==> src/rtl/serport_pkg.sv <==
package serport_pkg;

  typedef enum logic [1:0] {
    PH_IDLE,
    PH_CMD,
    PH_DATA,
    PH_DONE
  } phase_t;

  // command byte layout; bit 0 is shifted first
  typedef struct packed {
    logic       burst;
    logic [5:0] addr;
    logic       rd;
  } cmd_t;

  function automatic logic addr_hit(input logic [5:0] a, input logic [5:0] base,
                                    input int unsigned n);
    logic [6:0] d;
    d = {1'b0, a} - {1'b0, base};
    return (a >= base) && ({25'd0, d} < n);
  endfunction

  function automatic logic [5:0] last_addr(input logic [5:0] base, input int unsigned n);
    return base + 6'(n - 1);
  endfunction

endpackage

==> src/rtl/serport_sync.sv <==
module serport_sync #(
  parameter int             WIDTH   = 3,
  parameter int             STAGES  = 2,
  parameter logic [WIDTH-1:0] RST_VAL = '0
) (
  input  logic             clk,
  input  logic             rst_n,
  input  logic [WIDTH-1:0] d,
  output logic [WIDTH-1:0] q
);
  localparam int CHAIN_W = STAGES * WIDTH;

  logic [CHAIN_W-1:0] chain;

  always_ff @(posedge clk) begin
    if (!rst_n) chain <= {STAGES{RST_VAL}};
    else        chain <= {chain[CHAIN_W-WIDTH-1:0], d};
  end

  assign q = chain[CHAIN_W-1 -: WIDTH];
endmodule

==> src/rtl/serport_rx.sv <==
module serport_rx #(
  parameter int BYTE_W = 8,
  localparam int CNT_W = $clog2(BYTE_W)
) (
  input  logic              clk,
  input  logic              rst_n,
  input  logic              cs_act,
  input  logic              sclk_rise,
  input  logic              sdi,
  output logic              byte_done,
  output logic [BYTE_W-1:0] rx_byte
);
  logic [CNT_W-1:0]  cnt;
  logic [BYTE_W-1:0] sh;
  logic              done_q;

  always_ff @(posedge clk) begin
    if (!rst_n || !cs_act) begin
      cnt    <= '0;
      sh     <= '0;
      done_q <= 1'b0;
    end else begin
      done_q <= 1'b0;
      if (sclk_rise) begin
        sh     <= {sdi, sh[BYTE_W-1:1]};
        cnt    <= cnt + 1'b1;
        done_q <= (cnt == CNT_W'(BYTE_W - 1));
      end
    end
  end

  assign byte_done = done_q;
  assign rx_byte   = sh;


  byte_pulse_chk: assert property (@(posedge clk) disable iff (!rst_n)
    byte_done |=> !byte_done);
endmodule

==> src/rtl/serport_seq.sv <==
module serport_seq
  import serport_pkg::*;
#(
  parameter logic [5:0] BASE_ADDR = 6'h10,
  parameter int         NUM_REGS  = 8,
  localparam int        SELW      = $clog2(NUM_REGS)
) (
  input  logic            clk,
  input  logic            rst_n,
  input  logic            cs_act,
  input  logic            sclk_fall,
  input  logic            byte_done,
  input  logic [7:0]      rx_byte,
  input  logic [7:0]      reg_rdata,
  output logic            sdo,
  output logic            sdo_oe,
  output logic [SELW-1:0] reg_sel,
  output logic [7:0]      reg_wdata,
  output logic            reg_we
);
  localparam logic [5:0] LAST = last_addr(BASE_ADDR, NUM_REGS);

  phase_t     ph;
  logic       rd_q, burst_q, load_q, sdo_q;
  logic [5:0] ptr, off;
  logic [7:0] tx_sh;
  cmd_t       cmd;

  assign cmd = cmd_t'(rx_byte);

  // named events used by the logic and the assertions
  wire ptr_hit  = addr_hit(ptr, BASE_ADDR, NUM_REGS);
  wire ptr_last = (ptr == LAST);
  wire cmd_evt  = byte_done && (ph == PH_CMD);
  wire data_evt = byte_done && (ph == PH_DATA);
  wire advance  = data_evt && burst_q && !ptr_last;

  always_ff @(posedge clk) begin
    if (!rst_n || !cs_act) begin
      ph      <= PH_IDLE;
      rd_q    <= 1'b0;
      burst_q <= 1'b0;
      load_q  <= 1'b0;
      ptr     <= '0;
      tx_sh   <= '0;
      sdo_q   <= 1'b0;
    end else begin
      load_q <= 1'b0;
      unique case (ph)
        PH_IDLE: ph <= PH_CMD;
        PH_CMD: if (cmd_evt) begin
          ph      <= PH_DATA;
          rd_q    <= cmd.rd;
          burst_q <= cmd.burst;
          ptr     <= cmd.burst ? BASE_ADDR : cmd.addr;
          load_q  <= cmd.rd;
        end
        PH_DATA: begin
          if (data_evt) begin
            if (advance) begin
              ptr    <= ptr + 6'd1;
              load_q <= rd_q;
            end else begin
              ph <= PH_DONE;
            end
          end else if (load_q) begin
            tx_sh <= ptr_hit ? reg_rdata : 8'h00;
          end else if (rd_q && sclk_fall) begin
            sdo_q <= tx_sh[0];
            tx_sh <= {1'b0, tx_sh[7:1]};
          end
        end
        default: ;
      endcase
    end
  end

  assign off       = ptr - BASE_ADDR;
  assign reg_sel   = off[SELW-1:0];
  assign reg_wdata = rx_byte;
  assign reg_we    = data_evt && !rd_q && ptr_hit;
  assign sdo_oe    = (ph == PH_DATA) && rd_q;
  assign sdo       = sdo_oe & sdo_q;


  idle_oe_chk: assert property (@(posedge clk) disable iff (!rst_n)
    !cs_act |=> !sdo_oe);

  wr_quiet_chk: assert property (@(posedge clk) disable iff (!rst_n)
    reg_we |-> !sdo_oe);

  we_pulse_chk: assert property (@(posedge clk) disable iff (!rst_n)
    reg_we |=> !reg_we);

  burst_range_chk: assert property (@(posedge clk) disable iff (!rst_n)
    (ph == PH_DATA && burst_q) |-> ptr_hit);

  burst_step_chk: assert property (@(posedge clk) disable iff (!rst_n)
    (reg_we && burst_q && !ptr_last) |=> (reg_sel == $past(reg_sel) + 1'b1));

  sdo_hold_chk: assert property (@(posedge clk) disable iff (!rst_n)
    (sdo_oe && $past(sdo_oe) && !$past(sclk_fall)) |-> $stable(sdo));
endmodule

==> src/rtl/serial_regport.sv <==
module serial_regport #(
  parameter int         SYNC_STAGES = 2,
  parameter logic [5:0] BASE_ADDR   = 6'h10,
  parameter int         NUM_REGS    = 8,
  localparam int        SELW        = $clog2(NUM_REGS)
) (
  input  logic            clk,
  input  logic            rst_n,
  input  logic            cs_n,
  input  logic            sclk,
  input  logic            sdi,
  output logic            sdo,
  output logic            sdo_oe,
  output logic [SELW-1:0] reg_sel,
  output logic [7:0]      reg_wdata,
  output logic            reg_we,
  input  logic [7:0]      reg_rdata
);
  logic [2:0] pins_s;
  logic       sclk_d;
  logic       byte_done;
  logic [7:0] rx_byte;

  serport_sync #(.WIDTH(3), .STAGES(SYNC_STAGES), .RST_VAL(3'b100)) u_sync (
    .clk(clk), .rst_n(rst_n), .d({cs_n, sclk, sdi}), .q(pins_s)
  );

  wire cs_act = ~pins_s[2];
  wire sclk_s = pins_s[1];
  wire sdi_s  = pins_s[0];

  always_ff @(posedge clk) begin
    if (!rst_n) sclk_d <= 1'b0;
    else        sclk_d <= sclk_s;
  end

  wire sclk_rise = sclk_s & ~sclk_d;
  wire sclk_fall = ~sclk_s & sclk_d;

  serport_rx #(.BYTE_W(8)) u_rx (
    .clk(clk), .rst_n(rst_n), .cs_act(cs_act), .sclk_rise(sclk_rise),
    .sdi(sdi_s), .byte_done(byte_done), .rx_byte(rx_byte)
  );

  serport_seq #(.BASE_ADDR(BASE_ADDR), .NUM_REGS(NUM_REGS)) u_seq (
    .clk(clk), .rst_n(rst_n), .cs_act(cs_act), .sclk_fall(sclk_fall),
    .byte_done(byte_done), .rx_byte(rx_byte), .reg_rdata(reg_rdata),
    .sdo(sdo), .sdo_oe(sdo_oe), .reg_sel(reg_sel), .reg_wdata(reg_wdata),
    .reg_we(reg_we)
  );
endmodule

==> config.mk <==
export PLATFORM = sky130hd
export DESIGN_NAME = serial_regport
export DESIGN_NICKNAME = d
export VERILOG_FILES = /design/src/rtl/serport_pkg.sv /design/src/rtl/serport_sync.sv /design/src/rtl/serport_rx.sv /design/src/rtl/serport_seq.sv /design/src/rtl/serial_regport.sv
export SDC_FILE = /design/constraint.sdc
export NUM_CORES = 1
export LEC_CHECK = 0
export ABC_AREA = 1
export BUFFER_PORTS_ARGS = -buffer_cell sky130_fd_sc_hd__buf_2
export CAP_MARGIN = 40
export CORE_UTILIZATION = 40
export DETAILED_ROUTE_END_ITERATION = 10
export SYNTH_ARGS = -nofsm -noshare
export SYNTH_HDL_FRONTEND = slang
export SYNTH_SLANG_ARGS = --single-unit
==> constraint.sdc <==
create_clock -name clk -period 2.8 [get_ports clk]
set_input_delay 0.28 -clock clk [delete_from_list [all_inputs] [get_ports clk]]
set_output_delay 0.28 -clock clk [all_outputs]
set_load 0.005 [all_outputs]
==> qor.yml <==
outcome:
  status: "completed"
sta:
  rsz0062_at_grt: "false"
  fin_skew_ns: 0.00814
  fin_crit_ns: 1.92
  relSlewSlack_pct: 68.7
  hold_violations: 0
  finalCritPeriodShare_pct: 68.5
  tightest_slew_ns: 0.470
  setup_ws_ns: 0.881
  fmax_mhz: 521
  slew_violations: 0
  setup_violations: 0
  setup_tns_ns: 0
setup_path:
  cp-end-kind: "output port"
  cpPeakStageDelay_ns: 0.45
  startpoint_type: "flop"
  reg2reg_slack_ns: 1.16
  critPathBufInv: 2
  crit_start: "u_seq.ph[0]"
  critPathKind: "flop to output port"
  reg2reg_depth: 9
  rr_endpoint: "u_seq.ph[1]"
  reg2reg_from: "u_seq.ph[0]"
  crit_fanout: 10
  crit_chain: "inv_1 -> ha_1 -> nand2_1 -> nor3_1 -> buf_2"
  worstPathRequired_ns: 2.52
  cp_top_family: "adder cells"
  slowest_stage: "ha_1"
  cp.arrival_ns: 1.64
drt:
  via_per_inst: 4.78
  dr_total_vias: 1621
  wl_met2_um: 1580
  first_pass_iters: 4
  avgRoutedWirePerCell_um: 10.7
  route.detailed.drc: 0
  dr.max_layer_used: "met4"
  drtAntennaViolNets: 0
  wirelength_um: 3630
  met1_length_um: 1830
  met3_wirelength_um: 171
  initialDrtViolationCount: 102
clock_tree:
  post_cts_resized: 0
  cts_setup_buffers: 0
  path_clk_slew_ns: 0.07
  cts.sinks: 39
  clk_path_buf_depth: 2
  cts_htree_levels: 2
  root_buffer: "clkbuf_8"
  numCtsBuffers: 5
  insertion_delay_ns: 0.29
  tritoncts: "built"
  holdBufCountCts: 0
global_route:
  grt_pass1_vias: 1400
  grt.overflow.total: 0
  grt_max_degree: 16
  antenna_found_initial: 0
  grt_pass1_wl_um: 6240
  grt_usage_pct: 15.6
synthesis:
  syn_avg_cell_area_um2: 7.39
  syn_area_mm2: 0.00191
  synth-seq-cells: 39
  ys_seq_area_share_pct: 40.8
  ys_types: 27
  netlist_instances: 259
  yosys_warnings: 0
  syn_nets: 281
min_path:
  hold_class: "primary input to flop"
  hold_path_end: "u_sync.chain[0]"
  holdPathStages: 3
  hp-start: "sdi"
placement:
  gp_congestion: 0.785
  dp_slack_ns: 1.18
  dp_hpwl_um: 2760
  place_area_mm2: 0.00205
  io_buffers: 26
final_layout:
  seq_area_um2: 781
  syn2layout_area_growth_pct: 13.4
  multi_input_area_um2: 927
  nNetsFinal: 308
  antenna_cells: 0
  layout_commonest_cell: "nand2_1"
  design_area_mm2: 0.00217
  drive_gt1_share_pct: 20.6
  final_cell_mix: "44 x nand2_1, 39 x dfxtp_1, 38 x nor2_1, 27 x inv_1, 26 x buf_2"
  fill_cells: 453
floorplanning:
  initial_core_util_pct: 42.8
  core_area_mm2: 0.00447
  die_y_um: 71.2
  dieArea_mm2: 0.00507
  die_x_um: 71.2
  ios: 27
  rows: 24
power_and_ir_drop:
  powerDensity_mw_per_mm2: 498
  p_leak_nw: 1.00
  power_mw: 1.08
  vdd_drop_max_v: 0.000352
job:
  maxCapViolCount: 0
-- how the worst max path moves through the flow --
stage	end	slack, ns	cells after the start
6_report	reg_we	0.88	5
5_1_grt	reg_we	0.70	5
4_1_cts	reg_we	0.86	5
3_5_place_dp	u_seq.ph[1]	1.18	9
3_3_place_gp	reg_we	1.19	5
2_1_floorplan	reg_we	1.42	6
-- cells in the mapped netlist (all sizes together) --
master,count,share of area [%]
ha,9,5.9
a21oi,26,7.4
buf,7,3.7
a211oi,1,0.39
nand3,15,4.6
nand2,52,12
clkbuf,2,0.65
or2,2,0.65
inv,33,6.5
nor3,2,0.52
dfxtp,39,41
nor4,1,0.33
nor2,42,9.5
a31oi,1,0.33
o21ai,27,7.1
-- stage by stage --
| step | util (%) | instances | hold slack (ns) |
|---|---|---|---|
| floorplan | - | 259 | 0.373 |
| global placement | 45.6 | 330 | 0.401 |
| detailed placement | 45.9 | 331 | 0.405 |
| CTS | 48.5 | 339 | 0.167 |
| global route | 48.5 | 339 | 0.176 |
| finish | 48.5 | 339 | 0.176 |
-- flip-flops by register name (all words and copies together) (netlist names), 2 cells and up --
signal	count
u_seq.ptr	6
u_rx.cnt	3
u_seq.ph	2
u_sync.chain	6
u_rx.rx_byte	8
u_seq.tx_sh	8
-- kinds of logic after synthesis --
family / count (synthesis) / synth area share [%]
DFF: 39 / 40.8
and+or+nand+nor: 114 / 27.4
adders and majority gates: 9 / 5.88
buffers and inverters: 42 / 10.8
AOI/OAI and AO/OA: 55 / 15.2
-- metal layers --
layer / global-route usage, % / vias to the layer above
met2: 23.3 / 31
met5: 0 / -
met4: 7.33 / 0
met3: 2.99 / 4
li1: - / 879
met1: 21.8 / 707
-- area by class of cell --
cell class	instances	share of cell area [%]
Clock inverter	2	1.61
Multi-Input combinational cell	178	42.7
Clock buffer	6	3.80
Inverter	33	5.71
Sequential cell	39	36.0
Timing Repair Buffer	29	7.20
Tap cell	52	3.00
-- where the power goes --
part | switching, mW | total (mW) | internal, mW
sequential | 0.00261 | 0.563 | 0.560
combinational | 0.0183 | 0.0325 | 0.0143
clock | 0.196 | 0.485 | 0.288
-- worst min-delay path: cells and delay by family --
kind	cells	cell delay, ns
buffers and inverters	2	0.11
and+or+nand+nor	1	0.04
Power figures use the tool's default switching activity.
